**src/rtl/aal5SegPkg.sv**
```systemverilog
package aal5SegPkg;
  localparam int CELL_WORDS = 12;
  localparam int IDX_W = 4;
  localparam logic [31:0] CRC_POLY = 32'h04C11DB7;
  localparam logic [31:0] CRC_INIT = 32'hFFFFFFFF;

  typedef struct packed {
    logic             latchAttr;
    logic             firstWord;
    logic             takeWord;
    logic             padWrite;
    logic [1:0]       padSel;     // 0 zero pad, 1 uu/cpi/len, 2 crc
    logic [IDX_W-1:0] wrIdx;
    logic [IDX_W-1:0] rdIdx;
    logic             saveState;
    logic             clearState;
    logic             zeroLen;
  } segStrobes_t;

  function automatic logic [31:0] crc32Word(input logic [31:0] c, input logic [31:0] d);
    logic [31:0] r;
    r = c;
    for (int i = 31; i >= 0; i--) begin
      if (r[31] ^ d[i]) r = {r[30:0], 1'b0} ^ CRC_POLY;
      else r = {r[30:0], 1'b0};
    end
    return r;
  endfunction
endpackage

```
**src/rtl/aal5SegCtrl.sv**
```systemverilog
module aal5SegCtrl
  import aal5SegPkg::*;
(
  input  logic        clk,
  input  logic        rstN,
  input  logic        inValid,
  input  logic        inEop,
  input  logic        inAbort,
  input  logic        outReady,
  output logic        inReady,
  output logic        outValid,
  output logic        outSoc,
  output segStrobes_t stb
);
  typedef enum logic [1:0] {S_ACC, S_PAD, S_SEND} segState_e;

  localparam logic [IDX_W-1:0] LAST_IDX = IDX_W'(CELL_WORDS - 1);
  localparam logic [IDX_W-1:0] LEN_IDX  = IDX_W'(CELL_WORDS - 2);
  localparam logic [IDX_W-1:0] SEND_END = IDX_W'(CELL_WORDS);

  segState_e        state;
  logic [IDX_W-1:0] wIdx;
  logic [IDX_W-1:0] sIdx;
  logic             endPend;
  logic             fits;
  logic             abortMode;
  logic [IDX_W-1:0] padStart;
  logic             trailerHere;

  assign padStart    = inAbort ? wIdx : wIdx + 1'b1;
  assign trailerHere = endPend && fits;

  always_comb begin
    stb        = '0;
    inReady    = (state == S_ACC);
    outValid   = (state == S_SEND);
    outSoc     = outValid && (sIdx == '0);
    stb.rdIdx  = sIdx;
    stb.wrIdx  = wIdx;
    stb.zeroLen = abortMode;
    case (state)
      S_ACC: if (inValid) begin
        stb.latchAttr = 1'b1;
        stb.firstWord = (wIdx == '0);
        stb.takeWord  = !inAbort;
        stb.saveState = !inAbort && (wIdx == LAST_IDX);
      end
      S_PAD: begin
        stb.padWrite = 1'b1;
        if (trailerHere && wIdx == LEN_IDX) stb.padSel = 2'd1;
        if (trailerHere && wIdx == LAST_IDX) stb.padSel = 2'd2;
        stb.saveState  = (wIdx == LAST_IDX) && !trailerHere;
        stb.clearState = (wIdx == LAST_IDX) && trailerHere;
      end
      default: ;
    endcase
  end

  always_ff @(posedge clk or negedge rstN) begin
    if (!rstN) begin
      state     <= S_ACC;
      wIdx      <= '0;
      sIdx      <= '0;
      endPend   <= 1'b0;
      fits      <= 1'b0;
      abortMode <= 1'b0;
    end else begin
      case (state)
        S_ACC: if (inValid) begin
          if (inAbort || inEop) begin
            endPend   <= 1'b1;
            abortMode <= inAbort;
            fits      <= (padStart <= LEN_IDX);
            if (!inAbort && wIdx == LAST_IDX) begin
              state <= S_SEND;
              sIdx  <= '0;
              wIdx  <= '0;
            end else begin
              state <= S_PAD;
              wIdx  <= padStart;
            end
          end else if (wIdx == LAST_IDX) begin
            state <= S_SEND;
            sIdx  <= '0;
            wIdx  <= '0;
          end else begin
            wIdx <= wIdx + 1'b1;
          end
        end
        S_PAD: begin
          if (wIdx == LAST_IDX) begin
            state <= S_SEND;
            sIdx  <= '0;
            wIdx  <= '0;
          end else begin
            wIdx <= wIdx + 1'b1;
          end
        end
        S_SEND: if (outReady) begin
          if (sIdx == SEND_END) begin
            sIdx <= '0;
            if (endPend && !fits) begin
              fits  <= 1'b1;
              state <= S_PAD;
              wIdx  <= '0;
            end else begin
              state     <= S_ACC;
              endPend   <= 1'b0;
              abortMode <= 1'b0;
            end
          end else begin
            sIdx <= sIdx + 1'b1;
          end
        end
        default: state <= S_ACC;
      endcase
    end
  end

  AST_EOP_PAUSES_INPUT: assert property (@(posedge clk) disable iff (!rstN)
    (inValid && inReady && (inEop || inAbort)) |=> !inReady) else $error("end transfer did not pause input");
endmodule

```
**src/rtl/aal5SegData.sv**
```systemverilog
module aal5SegData
  import aal5SegPkg::*;
#(
  parameter int CONN_W = 4,
  parameter int VPI_W  = 8,
  parameter int VCI_W  = 16
) (
  input  logic              clk,
  input  logic              rstN,
  input  segStrobes_t       stb,
  input  logic [31:0]       inData,
  input  logic [CONN_W-1:0] inConn,
  input  logic              inEop,
  input  logic [1:0]        inBytes,
  input  logic [7:0]        inUu,
  input  logic [7:0]        inCpi,
  input  logic              inClp,
  input  logic              inCi,
  input  logic              cfgWe,
  input  logic [CONN_W-1:0] cfgConn,
  input  logic [VPI_W-1:0]  cfgVpi,
  input  logic [VCI_W-1:0]  cfgVci,
  output logic [31:0]       outData
);
  localparam int NCONN = 1 << CONN_W;
  localparam int HDR_PAD = 32 - VPI_W - VCI_W - 4;

  logic [31:0]       cellBuf [CELL_WORDS];
  logic [31:0]       stCrc   [NCONN];
  logic [15:0]       stLen   [NCONN];
  logic [VPI_W-1:0]  vpiTab  [NCONN];
  logic [VCI_W-1:0]  vciTab  [NCONN];
  logic [31:0]       crcReg, hdrReg;
  logic [15:0]       lenReg;
  logic [CONN_W-1:0] connReg;
  logic [7:0]        uuReg, cpiReg;
  logic              clpReg, ciReg;

  logic [31:0]       baseCrc, crcNext, dataMask, dataMasked, padWord;
  logic [15:0]       baseLen, lenNext;
  logic [2:0]        byteCnt;
  logic [CONN_W-1:0] wrConn;
  logic [7:0]        uuNow, cpiNow;
  logic              clpNow, ciNow;

  assign wrConn  = stb.firstWord ? inConn : connReg;
  assign baseCrc = stb.firstWord ? stCrc[inConn] : crcReg;
  assign baseLen = stb.firstWord ? stLen[inConn] : lenReg;
  assign uuNow   = stb.latchAttr ? inUu  : uuReg;
  assign cpiNow  = stb.latchAttr ? inCpi : cpiReg;
  assign clpNow  = stb.latchAttr ? inClp : clpReg;
  assign ciNow   = stb.latchAttr ? inCi  : ciReg;

  always_comb begin
    dataMask = 32'hFFFFFFFF;
    byteCnt  = 3'd4;
    if (inEop) begin
      case (inBytes)
        2'd1: begin dataMask = 32'hFF000000; byteCnt = 3'd1; end
        2'd2: begin dataMask = 32'hFFFF0000; byteCnt = 3'd2; end
        2'd3: begin dataMask = 32'hFFFFFF00; byteCnt = 3'd3; end
        default: ;
      endcase
    end
  end

  assign dataMasked = inData & dataMask;

  always_comb begin
    case (stb.padSel)
      2'd1:    padWord = {uuReg, cpiReg, stb.zeroLen ? 16'h0000 : lenReg};
      2'd2:    padWord = ~crcReg;
      default: padWord = '0;
    endcase
  end

  always_comb begin
    crcNext = baseCrc;
    lenNext = baseLen;
    if (stb.takeWord) begin
      crcNext = crc32Word(baseCrc, dataMasked);
      lenNext = baseLen + 16'(byteCnt);
    end else if (stb.padWrite && stb.padSel != 2'd2) begin
      crcNext = crc32Word(crcReg, padWord);
    end
  end

  always_ff @(posedge clk or negedge rstN) begin
    if (!rstN) begin
      for (int i = 0; i < CELL_WORDS; i++) cellBuf[i] <= '0;
      for (int c = 0; c < NCONN; c++) begin
        stCrc[c]  <= CRC_INIT;
        stLen[c]  <= '0;
        vpiTab[c] <= '0;
        vciTab[c] <= '0;
      end
      crcReg  <= CRC_INIT;
      lenReg  <= '0;
      hdrReg  <= '0;
      connReg <= '0;
      uuReg   <= '0;
      cpiReg  <= '0;
      clpReg  <= 1'b0;
      ciReg   <= 1'b0;
    end else begin
      crcReg <= crcNext;
      lenReg <= lenNext;
      if (stb.latchAttr) begin
        uuReg  <= inUu;
        cpiReg <= inCpi;
        clpReg <= inClp;
        ciReg  <= inCi;
      end
      if (stb.firstWord) connReg <= inConn;
      if (stb.takeWord) cellBuf[stb.wrIdx] <= dataMasked;
      if (stb.padWrite) cellBuf[stb.wrIdx] <= padWord;
      if (stb.saveState) begin
        stCrc[wrConn] <= crcNext;
        stLen[wrConn] <= lenNext;
      end
      if (stb.clearState) begin
        stCrc[wrConn] <= CRC_INIT;
        stLen[wrConn] <= '0;
      end
      if (stb.saveState || stb.clearState)
        hdrReg <= {{HDR_PAD{1'b0}}, vpiTab[wrConn], vciTab[wrConn], 1'b0, ciNow, stb.clearState, clpNow};
      if (cfgWe) begin
        vpiTab[cfgConn] <= cfgVpi;
        vciTab[cfgConn] <= cfgVci;
      end
    end
  end

  logic unusedAttr;
  assign unusedAttr = ^{uuNow, cpiNow};

  assign outData = (stb.rdIdx == '0) ? hdrReg : cellBuf[stb.rdIdx - 1'b1];

  AST_ABORT_ZERO_LEN: assert property (@(posedge clk) disable iff (!rstN)
    (stb.padWrite && stb.padSel == 2'd1 && stb.zeroLen) |=> (cellBuf[CELL_WORDS-2][15:0] == 16'h0000)) else $error("abort trailer length not zero");
endmodule

```
**src/rtl/aal5SegEngine.sv**
```systemverilog
module aal5SegEngine
  import aal5SegPkg::*;
#(
  parameter int CONN_W = 4,
  parameter int VPI_W  = 8,
  parameter int VCI_W  = 16
) (
  input  logic              clk,
  input  logic              rstN,
  input  logic              inValid,
  output logic              inReady,
  input  logic [31:0]       inData,
  input  logic [CONN_W-1:0] inConn,
  input  logic              inEop,
  input  logic [1:0]        inBytes,
  input  logic              inAbort,
  input  logic [7:0]        inUu,
  input  logic [7:0]        inCpi,
  input  logic              inClp,
  input  logic              inCi,
  input  logic              cfgWe,
  input  logic [CONN_W-1:0] cfgConn,
  input  logic [VPI_W-1:0]  cfgVpi,
  input  logic [VCI_W-1:0]  cfgVci,
  output logic              outValid,
  input  logic              outReady,
  output logic [31:0]       outData,
  output logic              outSoc
);
  segStrobes_t stb;

  aal5SegCtrl uCtrl (
    .clk(clk), .rstN(rstN), .inValid(inValid), .inEop(inEop), .inAbort(inAbort),
    .outReady(outReady), .inReady(inReady), .outValid(outValid), .outSoc(outSoc), .stb(stb)
  );

  aal5SegData #(.CONN_W(CONN_W), .VPI_W(VPI_W), .VCI_W(VCI_W)) uData (
    .clk(clk), .rstN(rstN), .stb(stb), .inData(inData), .inConn(inConn), .inEop(inEop),
    .inBytes(inBytes), .inUu(inUu), .inCpi(inCpi), .inClp(inClp), .inCi(inCi),
    .cfgWe(cfgWe), .cfgConn(cfgConn), .cfgVpi(cfgVpi), .cfgVci(cfgVci), .outData(outData)
  );

  // Output words counted modulo one cell, independent of the controller.
  logic [IDX_W-1:0] hsCnt;
  always_ff @(posedge clk or negedge rstN) begin
    if (!rstN) hsCnt <= '0;
    else if (outValid && outReady) hsCnt <= (hsCnt == IDX_W'(CELL_WORDS)) ? '0 : hsCnt + 1'b1;
  end

  AST_SOC_SPACING: assert property (@(posedge clk) disable iff (!rstN)
    outValid |-> (outSoc == (hsCnt == '0))) else $error("start-of-cell out of place");
  AST_OUT_HOLD: assert property (@(posedge clk) disable iff (!rstN)
    (outValid && !outReady) |=> (outValid && $stable(outData) && $stable(outSoc))) else $error("stalled word changed");
  AST_NO_INPUT_WHILE_SENDING: assert property (@(posedge clk) disable iff (!rstN)
    outValid |-> !inReady) else $error("input accepted during send");
endmodule

```
**config.mk**
```make
export PLATFORM = sky130hd
export DESIGN_NAME = aal5SegEngine
export DESIGN_NICKNAME = d
export VERILOG_FILES = /design/src/rtl/aal5SegPkg.sv /design/src/rtl/aal5SegCtrl.sv /design/src/rtl/aal5SegData.sv /design/src/rtl/aal5SegEngine.sv
export SDC_FILE = /design/constraint.sdc
export NUM_CORES = 2
export LEC_CHECK = 0
export BUFFER_PORTS_ARGS = -buffer_cell sky130_fd_sc_hd__buf_2
export CAP_MARGIN = 10
export CORE_ASPECT_RATIO = 1.75
export CORE_UTILIZATION = 48
export DETAILED_ROUTE_END_ITERATION = 8
export PLACE_DENSITY_LB_ADDON = 0.3
export SYNTH_ARGS = -nofsm -noshare
export SYNTH_HDL_FRONTEND = slang
export SYNTH_HIERARCHICAL = 1
export SYNTH_SLANG_ARGS = --single-unit
```
**constraint.sdc**
```tcl
create_clock -name clk -period 5.7 [get_ports clk]
set_input_delay 0.57 -clock clk [delete_from_list [all_inputs] [get_ports clk]]
set_output_delay 0.57 -clock clk [all_outputs]
set_load 0.005 [all_outputs]
```
==> summary.md <==
| Metric | Value |
|---|---|
| Post-synth cell types | 94 |
| Largest family of logic cells by synthesized area | compound AO/OA/AOI/OAI gates |
| Setup Skew | 0.0824 ns |
| Ys Warns | 6 |
| Inserted Clock Buffers | 166 |
| Storage element area | 41,900 µm² |
| Worst Path Max Fanout | 10 |
| Final HPWL DP | 230,000 µm |
| Routability cong. | 1.02 |
| Post-layout min period | 5.62 ns |
| Area growth from synthesis to layout | 16.9% |
| Vias in the first global route | 73,237 |
| Post-Synthesis Cell Area | 88,500 µm² |
| # clock sinks | 1,646 |
| Seq/Total Area, Yosys | 47.3% |
| # setup viols final | 0 |
| Port bufs | 125 |
| Critical Path Start Type | flop |
| Initial Util | 48.3% |
| CP most frequent cell | buf_4 |
| Syn_nets | 8,800 |
| Total number of vias | 73,246 |
| Area of the multi-input gates | 44,600 µm² |
| CP max stage cell | xor3_2 |
| Die area | 186,000 µm² |
| Share of cells above drive strength 1 | 30.0% |
| Worst-margin pin slew | 1.30 ns |
| CTS tree | yes |
| Final worst path period share | 98.5% |
| Slew Viols, Final | 0 |
| Seq cells post-synth | 1,646 |
| Global route overflow | 0 |
| CTS root buffer | clkbuf_16 |
| Core area | 183,000 µm² |
| CP required | 6.38 ns |
| Post-synth EDFFs | 0 |
| Nets | 9,146 |
| Final hold violation count | 0 |
| RSZ-0062 raised after global routing | true |
| IO Pins | 126 |
| Antenna violations before repair | 31 |
| DRT Wirelength | 341,000 µm |
| Htree depth | 4 |
| Worst EP arrival | 6.30 ns |
| Reg clk slew, reported paths | 0.07 ns |
| DR vias/cell | 6.32 |
| Ys async rst share | 100% |
| Die Y-Extent | 570 µm |
| Clock buffer depth | 4 |
| Synth Area per Inst | 10.2 µm² |
| Xor and xnor area share after synthesis | 7.32% |
| FMAX | 178 MHz |
| Clock latency on the worst-skew pair | 0.87 ns |
| Relative slew slack | 13.1% |
| Main synth FF type | dfrtp_1 |
| Status | finished clean |
| Pin count of the biggest net entering global routing | 182 |
| ANT nets after route | 0 |
| Crit path kind | reg2reg |
| Adder-cell share of the synthesized area | 0.305% |
| All-layer global routing usage | 36.1% |
| Number of core rows | 208 |
| Global-route wire length before repair | 493,000 µm |
| Synth Area in Compound Gates | 14.8% |
| Worst min path class | in2reg |
| Routed WL per cell | 29.4 µm |
| Cells after Synth | 8,688 |
| Commonest non-fill, non-tap cell in the layout | a21oi_1 |
| Post-synthesis mux area share | 14.6% |
| Design area | 104,000 µm² |
| Area after DPL | 96,500 µm² |
| TritonRoute pass-1 iters | 9 |
| Overall die width | 327 µm |
| Commonest non-fill, non-tap cells in the layout | a21oi_1 (1,224), nor2_1 (1,134), dfrtp_1 (1,101) |
| # fillers | 15,617 |
| Largest stage delay, worst path | 0.51 ns |
| Starting DRT DRC Count | 7,352 |
| Simple-Gate Fraction of Synth Area | 11.7% |
| Maxcap violations | 0 |
| CP Capture Type | flop |
| DR DRC count | 0 |
-- final cells by class --
class | instances | share of cell area [%]
Antenna cell | 13 | 0.0314
Sequential cell | 1646 | 40.5
Clock buffer | 233 | 4.61
Inverter | 73 | 0.272
Clock inverter | 58 | 0.704
Tap cell | 2415 | 2.92
Timing Repair Buffer | 964 | 7.96
Multi-Input combinational cell | 6183 | 43.0
-- cell families (layout without fill, tap and decap cells) --
kind of cell,after synthesis,after routing
AOI/OAI and AO/OA,2244,2245
xor gates and xnor gates,488,488
adders and majority gates,21,21
buffers and inverters,860,1328
DFF,1646,1646
muxes,881,881
other,0,13
and+or+nand+nor,2548,2548
-- critical path: cells and delay by family, from the launching register on --
family,cells,cell delay (ns)
AND/OR/NAND/NOR,3,0.33
flip-flops,1,0.35
AO/OA/AOI/OAI,4,0.77
buffers and inverters,13,1.90
XOR/XNOR,6,1.72
adder cells (fa/ha/maj),2,0.37
-- repair_timing --
item / CTS / global route
pin swaps: 7 / 37
endpoints found under the setup margin: 514 / 480
hold endpoints to repair: 101 / 0
gates cloned: 0 / 7
buffers inserted: 7 / 29
hold buffers: 18 / 0
gates resized for setup: 52 / 120
-- per-stage QoR --
stage | utilization (%) | setup TNS, ns | std cells | hold slack (ns) | setup WS (ns)
CTS | 56.0 | 0 | 11536 | 0.0248 | 0.0000879
floorplan | - | 0 | 8688 | 0.274 | 0.00698
global placement | 52.7 | -59.49 | 11220 | 0.462 | -0.363
detailed placement | 52.7 | -98.63 | 11220 | 0.466 | -0.409
global route | 56.5 | -0.619 | 11576 | 0.0584 | -0.0658
finish | 56.5 | 0 | 11585 | 0.0610 | 0.0829
-- worst paths after layout --
| path | from | end | slack (ns) | cells past startpoint |
|---|---|---|---|---|
| worst max-delay path | uCtrl/state[0]$_DFFE_PN0P_ | uData/stCrc[70]$_DFF_PN1_ | 0.08 | 28 |
| max in group asynchronous | rstN | uCtrl/sIdx[0]$_DFFE_PN0P_ | 3.60 | 3 |
| min in group asynchronous | rstN | uData/vpiTab[40]$_DFFE_PN0P_ | 0.36 | 2 |
| worst min-delay path | inUu[0] | uData/uuReg[0]$_DFFE_PN0P_ | 0.06 | 2 |
| worst min register to register | uData/stCrc[157]$_DFF_PN1_ | uData/stCrc[157]$_DFF_PN1_ | 0.48 | 2 |
| worst max register to register | uCtrl/state[0]$_DFFE_PN0P_ | uData/stCrc[70]$_DFF_PN1_ | 0.08 | 28 |
-- per-layer routing --
| metal | track usage, % | up-vias | wire length, µm | part of all wire (%) |
|---|---|---|---|---|
| met5 | 0 | - | 134 | 0.039 |
| met4 | 32.3 | 20 | 36300 | 11 |
| met3 | 7.54 | 1493 | 28300 | 8.3 |
| met2 | 59.2 | 4038 | 163000 | 48 |
| met1 | 39.3 | 36463 | 114000 | 33 |
| li1 | - | 31232 | - | - |
-- cells in the mapped netlist, types with 25 or more instances --
library cell  number  area (µm²)
clkbuf_1         623        2340
mux2i_1          174        1740
a31oi_1           87         544
nor2_1          1179        4430
dfrtp_1         1102       27600
nor3_1            49         245
a311oi_1          74         648
dfstp_2          544       14300
a22oi_1           25         188
a21oi_1         1228        6150
o21ai_1          103         515
and3_1            54         338
o21ai_0          213        1070
nand3_1          135         676
xnor3_1          103        2320
buf_1             52         195
o22ai_1           34         213
nand2_1          995        3730
a21o_1            33         248
mux4_2           279        6280
xor2_1            86         753
xnor2_2           25         407
o31ai_1           27         203
xnor2_1          233        2040
o211ai_1          93         698
buf_2             66         330
mux2_2           424        4770
nand2b_1          44         275
inv_1             69         259
a211oi_1         228        1710
buf_4             32         240
-- flip-flops by register name, summed over array words and instances (netlist names), 8 cells and up --
signal,flops
uData/crcReg,32
uData/stCrc,512
uData/lenReg,16
uData/cpiReg,8
uData/cellBuf,384
uData/hdrReg,27
uData/uuReg,8
uData/vciTab,256
uData/stLen,256
uData/vpiTab,128
Power is left out: the tool's default activity adds up to more than one toggle a clock period on the data nets, which glitch-free logic cannot reach.
